--- config.mk ---
export PLATFORM = sky130hd
export DESIGN_NAME = extBusSeq
export DESIGN_NICKNAME = d
export VERILOG_FILES = /design/src/rtl/extBusPkg.sv /design/src/rtl/extBusCtrl.sv /design/src/rtl/extBusDatapath.sv /design/src/rtl/extBusSeq.sv
export SDC_FILE = /design/constraint.sdc
export NUM_CORES = 1
export LEC_CHECK = 0
export ABC_AREA = 1
export BUFFER_PORTS_ARGS = -buffer_cell sky130_fd_sc_hd__buf_2
export CAP_MARGIN = 30
export CORE_MARGIN = 2
export CORE_UTILIZATION = 51
export CTS_CLUSTER_DIAMETER = 60
export DETAILED_ROUTE_END_ITERATION = 12
export PLACE_DENSITY = 0.88
export SYNTH_ARGS = -nofsm -noshare
export SYNTH_HDL_FRONTEND = slang
export SYNTH_SLANG_ARGS = --single-unit
--- constraint.sdc ---
create_clock -name clk -period 2.45 [get_ports clk]
set_input_delay 0.735 -clock clk [delete_from_list [all_inputs] [get_ports clk]]
set_output_delay 0.735 -clock clk [all_outputs]
set_load 0.05 [all_outputs]
--- src/rtl/extBusPkg.sv ---
package extBusPkg;

  typedef enum logic [2:0] {
    ST_IDLE = 3'd0,
    ST_T1   = 3'd1,
    ST_T2   = 3'd2,
    ST_T3   = 3'd3,
    ST_REL  = 3'd4
  } busState_e;

  // strobes from the control FSM to the datapath
  typedef struct packed {
    logic latchReq;
    logic inT1;
    logic inT2;
    logic inT3;
    logic lastState;
    logic released;
  } ctrlStrobe_t;

  localparam logic [7:0] OFS_STATE  = 8'h10;
  localparam logic [7:0] OFS_WIDTH  = 8'h11;
  localparam logic [7:0] OFS_WAIT   = 8'h12;
  localparam logic [7:0] OFS_CSPIN  = 8'h13;
  localparam logic [7:0] OFS_HIADDR = 8'h14;
  localparam logic [7:0] OFS_REL    = 8'h15;

endpackage

--- src/rtl/extBusCtrl.sv ---
module extBusCtrl
  import extBusPkg::*;
(
  input  logic        clk,
  input  logic        rstN,
  input  logic        reqValid,
  input  logic        relReq,
  input  logic        releaseEn,
  input  logic        threeStateSel,
  output busState_e   state,
  output ctrlStrobe_t strobe,
  output logic        reqReady
);

  busState_e nextState;
  logic      cyc3;

  always_comb begin
    nextState = state;
    unique case (state)
      ST_IDLE: begin
        if (relReq && releaseEn) nextState = ST_REL;
        else if (reqValid)       nextState = ST_T1;
      end
      ST_T1:   nextState = ST_T2;
      ST_T2:   nextState = cyc3 ? ST_T3 : ST_IDLE;
      ST_T3:   nextState = ST_IDLE;
      ST_REL:  if (!relReq) nextState = ST_IDLE;
      default: nextState = ST_IDLE;
    endcase
  end

  always_ff @(posedge clk or negedge rstN) begin
    if (!rstN) begin
      state <= ST_IDLE;
      cyc3  <= 1'b1;
    end else begin
      state <= nextState;
      // cycle length frozen at T1 entry
      if (strobe.latchReq) cyc3 <= threeStateSel;
    end
  end

  always_comb begin
    strobe.latchReq  = (state == ST_IDLE) && (nextState == ST_T1);
    strobe.inT1      = (state == ST_T1);
    strobe.inT2      = (state == ST_T2);
    strobe.inT3      = (state == ST_T3);
    strobe.lastState = (state == ST_T3) || ((state == ST_T2) && !cyc3);
    strobe.released  = (state == ST_REL);
  end

  assign reqReady = strobe.lastState;

endmodule

--- src/rtl/extBusDatapath.sv ---
module extBusDatapath
  import extBusPkg::*;
#(
  parameter int ADDR_W    = 24,
  parameter int DATA_W    = 8,
  parameter int AREA_BITS = 3,
  parameter int HI_PINS   = 4
) (
  input  logic                          clk,
  input  logic                          rstN,
  input  ctrlStrobe_t                   strobe,
  input  logic [ADDR_W-1:0]             reqAddr,
  input  logic                          reqWrite,
  input  logic [DATA_W-1:0]             reqWdata,
  input  logic [DATA_W-1:0]             busDataIn,
  output logic                          threeStateSel,
  output logic                          releaseEn,
  output logic [ADDR_W-1:0]             busAddr,
  output logic [ADDR_W-1:0]             addrOe,
  output logic                          rdN,
  output logic                          wrN,
  output logic                          strobeOe,
  output logic [(1<<AREA_BITS)-1:0]     csN,
  output logic [(1<<AREA_BITS)-1:0]     csOe,
  output logic [DATA_W-1:0]             busDataOut,
  output logic                          busDataOe,
  output logic [DATA_W-1:0]             rdData,
  output logic                          relAckN
);

  localparam int NAREA = 1 << AREA_BITS;
  localparam int LO_PINS = ADDR_W - HI_PINS;

  logic [ADDR_W-1:0]    curAddr;
  logic                 curWrite;
  logic [DATA_W-1:0]    curData;
  logic                 curIsReg;
  logic [AREA_BITS-1:0] curArea;

  logic [NAREA-1:0]     stateSel, widthSel, waitCtl, csPinEn;
  logic [HI_PINS-1:0]   hiAddrEn;
  logic [DATA_W-1:0]    regRd;
  logic                 active, extCycle, dataPhase;

  assign threeStateSel = stateSel[reqAddr[ADDR_W-1 -: AREA_BITS]];
  assign curArea       = curAddr[ADDR_W-1 -: AREA_BITS];

  always_ff @(posedge clk or negedge rstN) begin
    if (!rstN) begin
      curAddr  <= '0;
      curWrite <= 1'b0;
      curData  <= '0;
      curIsReg <= 1'b0;
    end else if (strobe.latchReq) begin
      curAddr  <= reqAddr;
      curWrite <= reqWrite;
      curData  <= reqWdata;
      curIsReg <= &reqAddr[ADDR_W-1:8];
    end
  end

  // register write commits at the end of T2
  always_ff @(posedge clk or negedge rstN) begin
    if (!rstN) begin
      stateSel  <= '1;
      widthSel  <= '0;
      waitCtl   <= '0;
      csPinEn   <= NAREA'(1);
      hiAddrEn  <= '0;
      releaseEn <= 1'b0;
    end else if (strobe.inT2 && curIsReg && curWrite) begin
      case (curAddr[7:0])
        OFS_STATE:  stateSel  <= curData[NAREA-1:0];
        OFS_WIDTH:  widthSel  <= curData[NAREA-1:0];
        OFS_WAIT:   waitCtl   <= curData[NAREA-1:0];
        OFS_CSPIN:  csPinEn   <= curData[NAREA-1:0];
        OFS_HIADDR: hiAddrEn  <= curData[HI_PINS-1:0];
        OFS_REL:    releaseEn <= curData[0];
        default: ;
      endcase
    end
  end

  always_comb begin
    case (curAddr[7:0])
      OFS_STATE:  regRd = DATA_W'(stateSel);
      OFS_WIDTH:  regRd = DATA_W'(widthSel);
      OFS_WAIT:   regRd = DATA_W'(waitCtl);
      OFS_CSPIN:  regRd = DATA_W'(csPinEn);
      OFS_HIADDR: regRd = DATA_W'(hiAddrEn);
      OFS_REL:    regRd = DATA_W'(releaseEn);
      default:    regRd = '0;
    endcase
  end

  always_ff @(posedge clk or negedge rstN) begin
    if (!rstN)                                rdData <= '0;
    else if (strobe.lastState && !curWrite)   rdData <= curIsReg ? regRd : busDataIn;
  end

  assign active    = strobe.inT1 || strobe.inT2 || strobe.inT3;
  assign extCycle  = active && !curIsReg;
  assign dataPhase = extCycle && (strobe.inT2 || strobe.inT3);

  assign rdN        = !(dataPhase && !curWrite);
  assign wrN        = !(dataPhase && curWrite);
  assign busDataOe  = dataPhase && curWrite;
  assign busDataOut = curData;
  assign busAddr    = curAddr;
  assign strobeOe   = !strobe.released;
  assign relAckN    = !strobe.released;
  assign csOe       = csPinEn & {NAREA{!strobe.released}};

  for (genvar a = 0; a < NAREA; a++) begin : g_cs
    assign csN[a] = !(extCycle && (curArea == AREA_BITS'(a)));
  end

  for (genvar b = 0; b < ADDR_W; b++) begin : g_aoe
    if (b < LO_PINS) begin : g_lo
      assign addrOe[b] = !strobe.released;
    end else begin : g_hi
      assign addrOe[b] = hiAddrEn[b-LO_PINS] && !strobe.released;
    end
  end

endmodule

--- src/rtl/extBusSeq.sv ---
module extBusSeq
  import extBusPkg::*;
#(
  parameter int ADDR_W    = 24,
  parameter int DATA_W    = 8,
  parameter int AREA_BITS = 3,
  parameter int HI_PINS   = 4,
  localparam int NAREA    = 1 << AREA_BITS
) (
  input  logic              clk,
  input  logic              rstN,
  input  logic              reqValid,
  input  logic              reqWrite,
  input  logic [ADDR_W-1:0] reqAddr,
  input  logic [DATA_W-1:0] reqWdata,
  output logic              reqReady,
  output logic [DATA_W-1:0] rdData,
  output logic [ADDR_W-1:0] busAddr,
  output logic [ADDR_W-1:0] addrOe,
  output logic              rdN,
  output logic              wrN,
  output logic              strobeOe,
  output logic [NAREA-1:0]  csN,
  output logic [NAREA-1:0]  csOe,
  output logic [DATA_W-1:0] busDataOut,
  output logic              busDataOe,
  input  logic [DATA_W-1:0] busDataIn,
  input  logic              relReq,
  output logic              relAckN,
  output logic [2:0]        busState
);

  busState_e   state;
  ctrlStrobe_t strobe;
  logic        threeStateSel;
  logic        releaseEn;

  extBusCtrl u_ctrl (
    .clk          (clk),
    .rstN         (rstN),
    .reqValid     (reqValid),
    .relReq       (relReq),
    .releaseEn    (releaseEn),
    .threeStateSel(threeStateSel),
    .state        (state),
    .strobe       (strobe),
    .reqReady     (reqReady)
  );

  extBusDatapath #(
    .ADDR_W   (ADDR_W),
    .DATA_W   (DATA_W),
    .AREA_BITS(AREA_BITS),
    .HI_PINS  (HI_PINS)
  ) u_dp (
    .clk          (clk),
    .rstN         (rstN),
    .strobe       (strobe),
    .reqAddr      (reqAddr),
    .reqWrite     (reqWrite),
    .reqWdata     (reqWdata),
    .busDataIn    (busDataIn),
    .threeStateSel(threeStateSel),
    .releaseEn    (releaseEn),
    .busAddr      (busAddr),
    .addrOe       (addrOe),
    .rdN          (rdN),
    .wrN          (wrN),
    .strobeOe     (strobeOe),
    .csN          (csN),
    .csOe         (csOe),
    .busDataOut   (busDataOut),
    .busDataOe    (busDataOe),
    .rdData       (rdData),
    .relAckN      (relAckN)
  );

  assign busState = state;

endmodule

# After elaboration in Yosys (flattened, before gate mapping)
# Cells that the tools add are included.
# W data, S select, Z words.
# word_totals
register_bits,83
latchBits,0
rom_bits,0
inputBits,45
wordCells,91
mem_bits_rw,0
out_inout_bits,89
memories,0
# classes
n_div,0
shift,0
n_mux,9
mul,0
eq_ne,18
add_sub_neg,0
bitwise,1
magnitude_cmp,1
n_reduce_logical,49
# op_table
op,n
$eq A8 B5 Y1 const B,6
$pmux W8 S6,1
$logic_and A1 B1 Y1,22
$reduce_and A16 Y1,1
$eq A3 B3 Y1 const B,5
$logic_not A1 Y1,14
$eq A3 B2 Y1 const B,4
$pmux W3 S4,1
$reduce_and A2 Y1,6
$eq A3 B1 Y1 const B,3
$mux W3,3
$and A8 B8 Y8,1
$mux W8,1
$logic_not A3 Y1,2
$logic_or A1 B1 Y1,4
$lt A3 B4 Y1 const B,1
$bmux W1 S3,1
$mux W2,1
$mux W1,1

# Longest topological paths before layout
# depth
depth_word,7
ltp_mapped,10
depth_no_buf,9

# Modules after synthesis
# Synthesis repeated with hierarchy kept, for this count alone.
# unflattened
cells_unflattened,500
hier_area_um2,4169.0
# modules_own_cells
mod,cells_each,n_inst,seq_area_each_um2,area_each_um2
extBusDatapath,469,1,1988.2,3945.0
extBusCtrl,31,1,101.3,224.0

# Worst setup path after synthesis
# Ideal clock, no wire load.
# synth_timing
kind,flip-flop to output port
start,register u_ctrl.state[2]
end,output port wrN
setup_slack_ns,-0.789
t_required_ns,1.715
arrival_time_ns,2.504
stages_incl_launch_ff,5
path_buffers,0
path_cell_list,dfrtp_1 > inv_2 > nand2_2 > nor3_1 > inv_1
# synth_via
elab_chain_len,7
elab_cells_between_ends,10
classes_between,3 x eq/ne; 7 x reduce/logical
# synth_rtl
element,line_no,source
"start, declared",extBusCtrl.sv:10,"output busState_e state,"
"start signal, assigned",extBusCtrl.sv:38,state <= nextState;
$eq A3 B1 Y1 or $eq A3 B2 Y1 (tied branches),"extBusCtrl.sv:46, extBusCtrl.sv:47",
$logic_or A1 B1 Y1 (2 in series),extBusDatapath.sv:101,assign active = strobe.inT1 || strobe.inT2 || strobe.inT3;
$logic_and A1 B1 Y1,extBusDatapath.sv:102,assign extCycle = active && !curIsReg;
$logic_and A1 B1 Y1 *,extBusDatapath.sv:103,assign dataPhase = extCycle && (strobe.inT2 || strobe.inT3);
$logic_and A1 B1 Y1 *,-,
net busDataOe,extBusSeq.sv:26,"output logic busDataOe,"
$logic_not A1 Y1 *,extBusDatapath.sv:106,assign wrN = !(dataPhase && curWrite);
"end, declared",extBusSeq.sv:21,"output logic wrN,"
# Mark *: on every way through the listed nets, which the timed path passes. The rest lies on a longest branch.

# Worst setup path after layout
# layout_timing
start,register u_ctrl.state[1]
end,output port csOe[1]
# layout_via
elab_chain_len,3
# layout_rtl
element,line_no,source
$eq A3 B3 Y1,extBusCtrl.sv:50,strobe.released = (state == ST_REL);
$logic_not A1 Y1,extBusDatapath.sv:112,assign csOe = csPinEn & {NAREA{!strobe.released}};
$and A8 B8 Y8,extBusDatapath.sv:112,
"end, declared",extBusSeq.sv:24,"output logic [NAREA-1:0] csOe,"
# Every way passes these cells.

==> results.yml <==
run_status:
  status: "finished clean"
setup_path:
  critical-path-slowest-cell: "sky130_fd_sc_hd__dfrtp_2"
  cp_max_fo: 12
  critical_path.top_delay_family: "buffers and inverters"
  worst-path-buf-inv: 3
  endpoint_kind: "output port"
  critical_path.max_stage_delay_ns: 0.45
  setup.worst_path.start_class: "flip-flop"
  critical_path_class: "reg2out"
  cp.arrival_ns: 1.67
  required_time_worst_endpoint_ns: 1.71
  path_cells: "nor2_2 > inv_2 > nor2_4 > buf_4 > nor2_1 > buf_2"
min_path:
  worstHoldPathType: "in2async"
sta:
  worst_hold_slack_ns: 0.328
  hold_viol: 0
  finalWorstPathRequiredPeriod_ns: 2.40
  skew_ns: 0.00973
  maxSlewViolCount: 0
  max_slew_margin: 0.601
  setup_violations: 0
  setup_repair_after_global_routing_missed_its_margin: "true"
  period_share: 0.981
  achievable-frequency_mhz: 416
  tightestPinTransition_ns: 0.598
power_and_ir_drop:
  total_power_per_unit_cell_area_mw_per_mm2: 1250
  post-layout-total-power_mw: 6.19
  p_leak_nw: 2.43
  power.ir.vdd_worst_mv: 0.745
detailed_routing:
  drtIter0Drc: 394
  firstDrtPassIters: 6
  finalWirelength_um: 10100
  vias: 3699
  route.detailed.drc: 0
  detail_route.wl_per_cell_um: 13.8
  count_of_nets_left_with_antenna_violations_after_detail_routing: 0
  avgViaCountPerCell: 5.06
cts:
  cts.clk_slew.worst_paths_ns: 0.09
  ctsHtreeMaxLevel: 3
  tritoncts.num_buffers: 9
  clock_tree_buf_depth: 2
  clock_latency_on_the_worst_skew_pair_ns: 0.37
  clock_sinks: 83
  tritoncts: "done"
  clk_root_buffer_cell: "sky130_fd_sc_hd__clkbuf_8"
  cts_hold_buffers: 0
place:
  post-dp-hpwl_um: 7550
  placedInstanceArea_sq_mm: 0.00473
  dpl.cell_count: 711
  place_congestion: 0.878
  placement.io_buffers: 133
grt:
  track_usage: 0.229
  globalRouteMet3Util: 0.0297
  grt_max_degree: 45
  via_count_of_the_first_global_routing_pass: 3359
  grtUsageMet1: 0.305
  globalRoute.totalOverflow: 0
  global_route_wire_length_before_repair_um: 15800
  grt_util_met2: 0.382
  grt_antenna_before_repair: 0
  global_route.peak_usage_layer: "met2"
cells_and_area:
  post_route_cells_drive_above_1_share: 0.321
  final_cell_area_sq_mm: 0.00497
  post_route_insts_no_fill: 731
  areaGrowthSynthToFinish_pct: 20.6
  highest_count_cells_in_the_layout_ignoring_fill_and_taps: "sky130_fd_sc_hd__buf_2, sky130_fd_sc_hd__nand2_1, sky130_fd_sc_hd__dfrtp_1, sky130_fd_sc_hd__inv_1, sky130_fd_sc_hd__o21ai_0"
  most_common_cell_after_layout_fill_and_taps_aside: "sky130_fd_sc_hd__buf_2"
  layout.filler_cells: 658
  antennaDiodeCount: 0
  finalNetCount: 669
floorplan:
  die_area_sq_mm: 0.00881
  die_w_um: 93.9
  design.portCount: 134
  rows: 32
  area_of_the_core_sq_mm: 0.00777
  initial_utilization: 0.530
  die_height_um: 93.9
logic_synthesis:
  seq_area_frac_synth: 0.507
  synth-xor-area-share: 0
  synth.cell_area_sq_mm: 0.00412
  synth-compound-area-share: 0.124
  postSynthCellCount: 507
  synth_top_flop_cell: "sky130_fd_sc_hd__dfrtp_1"
  adder_and_majority_cell_fraction_of_the_synthesized_area: 0
  number_of_distinct_library_cells_after_synthesis: 27
  postSynthRegisterBits: 83
  syn_avg_cell_area_sq_um: 8.12
  synth_fp_nets: 552
  synth_simple_gate_area_frac: 0.247
  edff_count_synth: 0
  main_combinational_cell_family_by_area_after_synthesis: "simple AND/OR/NAND/NOR gates"
  ys.warnings.count: 0
  synth_async_sr_flop_share: 1.00
  synthMuxAreaShare: 0
run:
  timing.max_cap.violations: 0
-- power breakdown --
part           switching [mW]  total (mW)  internal (mW)
Combinational            2.54        3.21          0.662
Sequential              0.232        1.97           1.74
Clock                   0.534        1.01          0.475
-- final timing paths --
| kind | start | endpoint | slack (ns) | cells after the start |
|---|---|---|---|---|
| min | rstN | u_dp.hiAddrEn[1]$_DFFE_PN0P_ | 0.33 | 1 |
| min in group clk | u_dp.busAddr[12]$_DFFE_PN0P_ | u_dp.busAddr[12]$_DFFE_PN0P_ | 0.48 | 2 |
| max reg2reg | u_dp.busAddr[5]$_DFFE_PN0P_ | u_dp.widthSel[4]$_DFFE_PN0P_ | 0.66 | 8 |
| max in group asynchronous | rstN | u_ctrl.state[0]$_DFF_PN0_ | 1.56 | 2 |
| min reg2reg | u_dp.busAddr[12]$_DFFE_PN0P_ | u_dp.busAddr[12]$_DFFE_PN0P_ | 0.48 | 2 |
| max | u_ctrl.state[1]$_DFF_PN0_ | csOe[1] | 0.05 | 6 |
-- final cells by class --
type | instances | area (sq um) | area share
clock buffers | 9 | 124 | 0.0249
clock inverters | 7 | 77.6 | 0.0156
inverters | 64 | 246 | 0.0496
multi-input cells | 323 | 1540 | 0.310
flip-flops and latches | 83 | 2090 | 0.421
well taps | 102 | 128 | 0.0257
repair buffers | 141 | 743 | 0.150
repair inverters | 2 | 15.0 | 0.00302
-- what timing repair did --
| item | in CTS | in global routing |
|---|---|---|
| setup buffers | 0 | 2 |
| setup endpoints to repair | 22 | 42 |
| gates resized for setup | 2 | 5 |
| endpoints found under the hold margin | 0 | 0 |
| cloned | 1 | 1 |
-- synthesized netlist by cell type (2+ instances only) --
| cell type | count | area [sq um] |
|---|---|---|
| sky130_fd_sc_hd__clkbuf_1 | 3 | 11.3 |
| sky130_fd_sc_hd__nand2_2 | 7 | 43.8 |
| sky130_fd_sc_hd__inv_2 | 5 | 18.8 |
| sky130_fd_sc_hd__nand3_2 | 4 | 40.0 |
| sky130_fd_sc_hd__nor2_2 | 4 | 25.0 |
| sky130_fd_sc_hd__nor4_1 | 2 | 12.5 |
| sky130_fd_sc_hd__nand3_1 | 32 | 160 |
| sky130_fd_sc_hd__inv_1 | 58 | 218 |
| sky130_fd_sc_hd__nand4_1 | 8 | 50.1 |
| sky130_fd_sc_hd__o21ai_1 | 36 | 180 |
| sky130_fd_sc_hd__buf_6 | 3 | 33.8 |
| sky130_fd_sc_hd__buf_2 | 7 | 35.0 |
| sky130_fd_sc_hd__nand2_1 | 125 | 469 |
| sky130_fd_sc_hd__dfrtp_1 | 73 | 1830 |
| sky130_fd_sc_hd__o21ai_0 | 41 | 205 |
| sky130_fd_sc_hd__nor2_1 | 38 | 143 |
| sky130_fd_sc_hd__nand3_4 | 2 | 35.0 |
| sky130_fd_sc_hd__a21oi_1 | 12 | 60.1 |
| sky130_fd_sc_hd__dfstp_2 | 10 | 263 |
| sky130_fd_sc_hd__a21boi_1 | 7 | 52.6 |
| sky130_fd_sc_hd__buf_4 | 24 | 180 |
-- kinds of logic after synthesis --
kind of cell | Yosys count
AO/OA/AOI/OAI | 98
buffers and inverters | 101
flip-flops | 83
AND/OR/NAND/NOR | 225
-- worst reg2reg max path, stage by stage (launching register included) --
cell and delay, ns:
sky130_fd_sc_hd__dfrtp_1 0.39, sky130_fd_sc_hd__inv_1 0.08, sky130_fd_sc_hd__nand2_2 0.10, sky130_fd_sc_hd__nor2_8 0.45, sky130_fd_sc_hd__nand2_2 0.12, sky130_fd_sc_hd__inv_2 0.13
sky130_fd_sc_hd__nand2_2 0.20, sky130_fd_sc_hd__nand2_1 0.13, sky130_fd_sc_hd__o21ai_1 0.08
-- metal layers --
| metal | vias up | wire length (um) |
|---|---|---|
| met1 | 1722 | 4320 |
| met4 | 0 | 194 |
| met2 | 125 | 5030 |
| met3 | 13 | 536 |
| li1 | 1839 | - |
| met5 | - | 0 |
-- registers in the layout, summed over array words and instances, names as in the netlist, 3 cells and up --
name and count:
u_dp.csPinEn 8, u_dp.widthSel 8, u_dp.busDataOut 8, u_dp.busAddr 24
u_ctrl.state 3, u_dp.rdData 8, u_dp.stateSel 8, u_dp.waitCtl 8
u_dp.hiAddrEn 4
-- per-stage QoR --
step                      worst slack [ns]  TNS, ns  utilization
after floorplan                     -0.109    -2.34            -
after global placement               0.386        0        0.609
after detailed placement             0.345        0        0.609
after CTS                           0.0331        0        0.636
after global routing               -0.0275   -0.541        0.640
final                               0.0468        0        0.640
No activity file was read; power rests on OpenSTA's default activity.
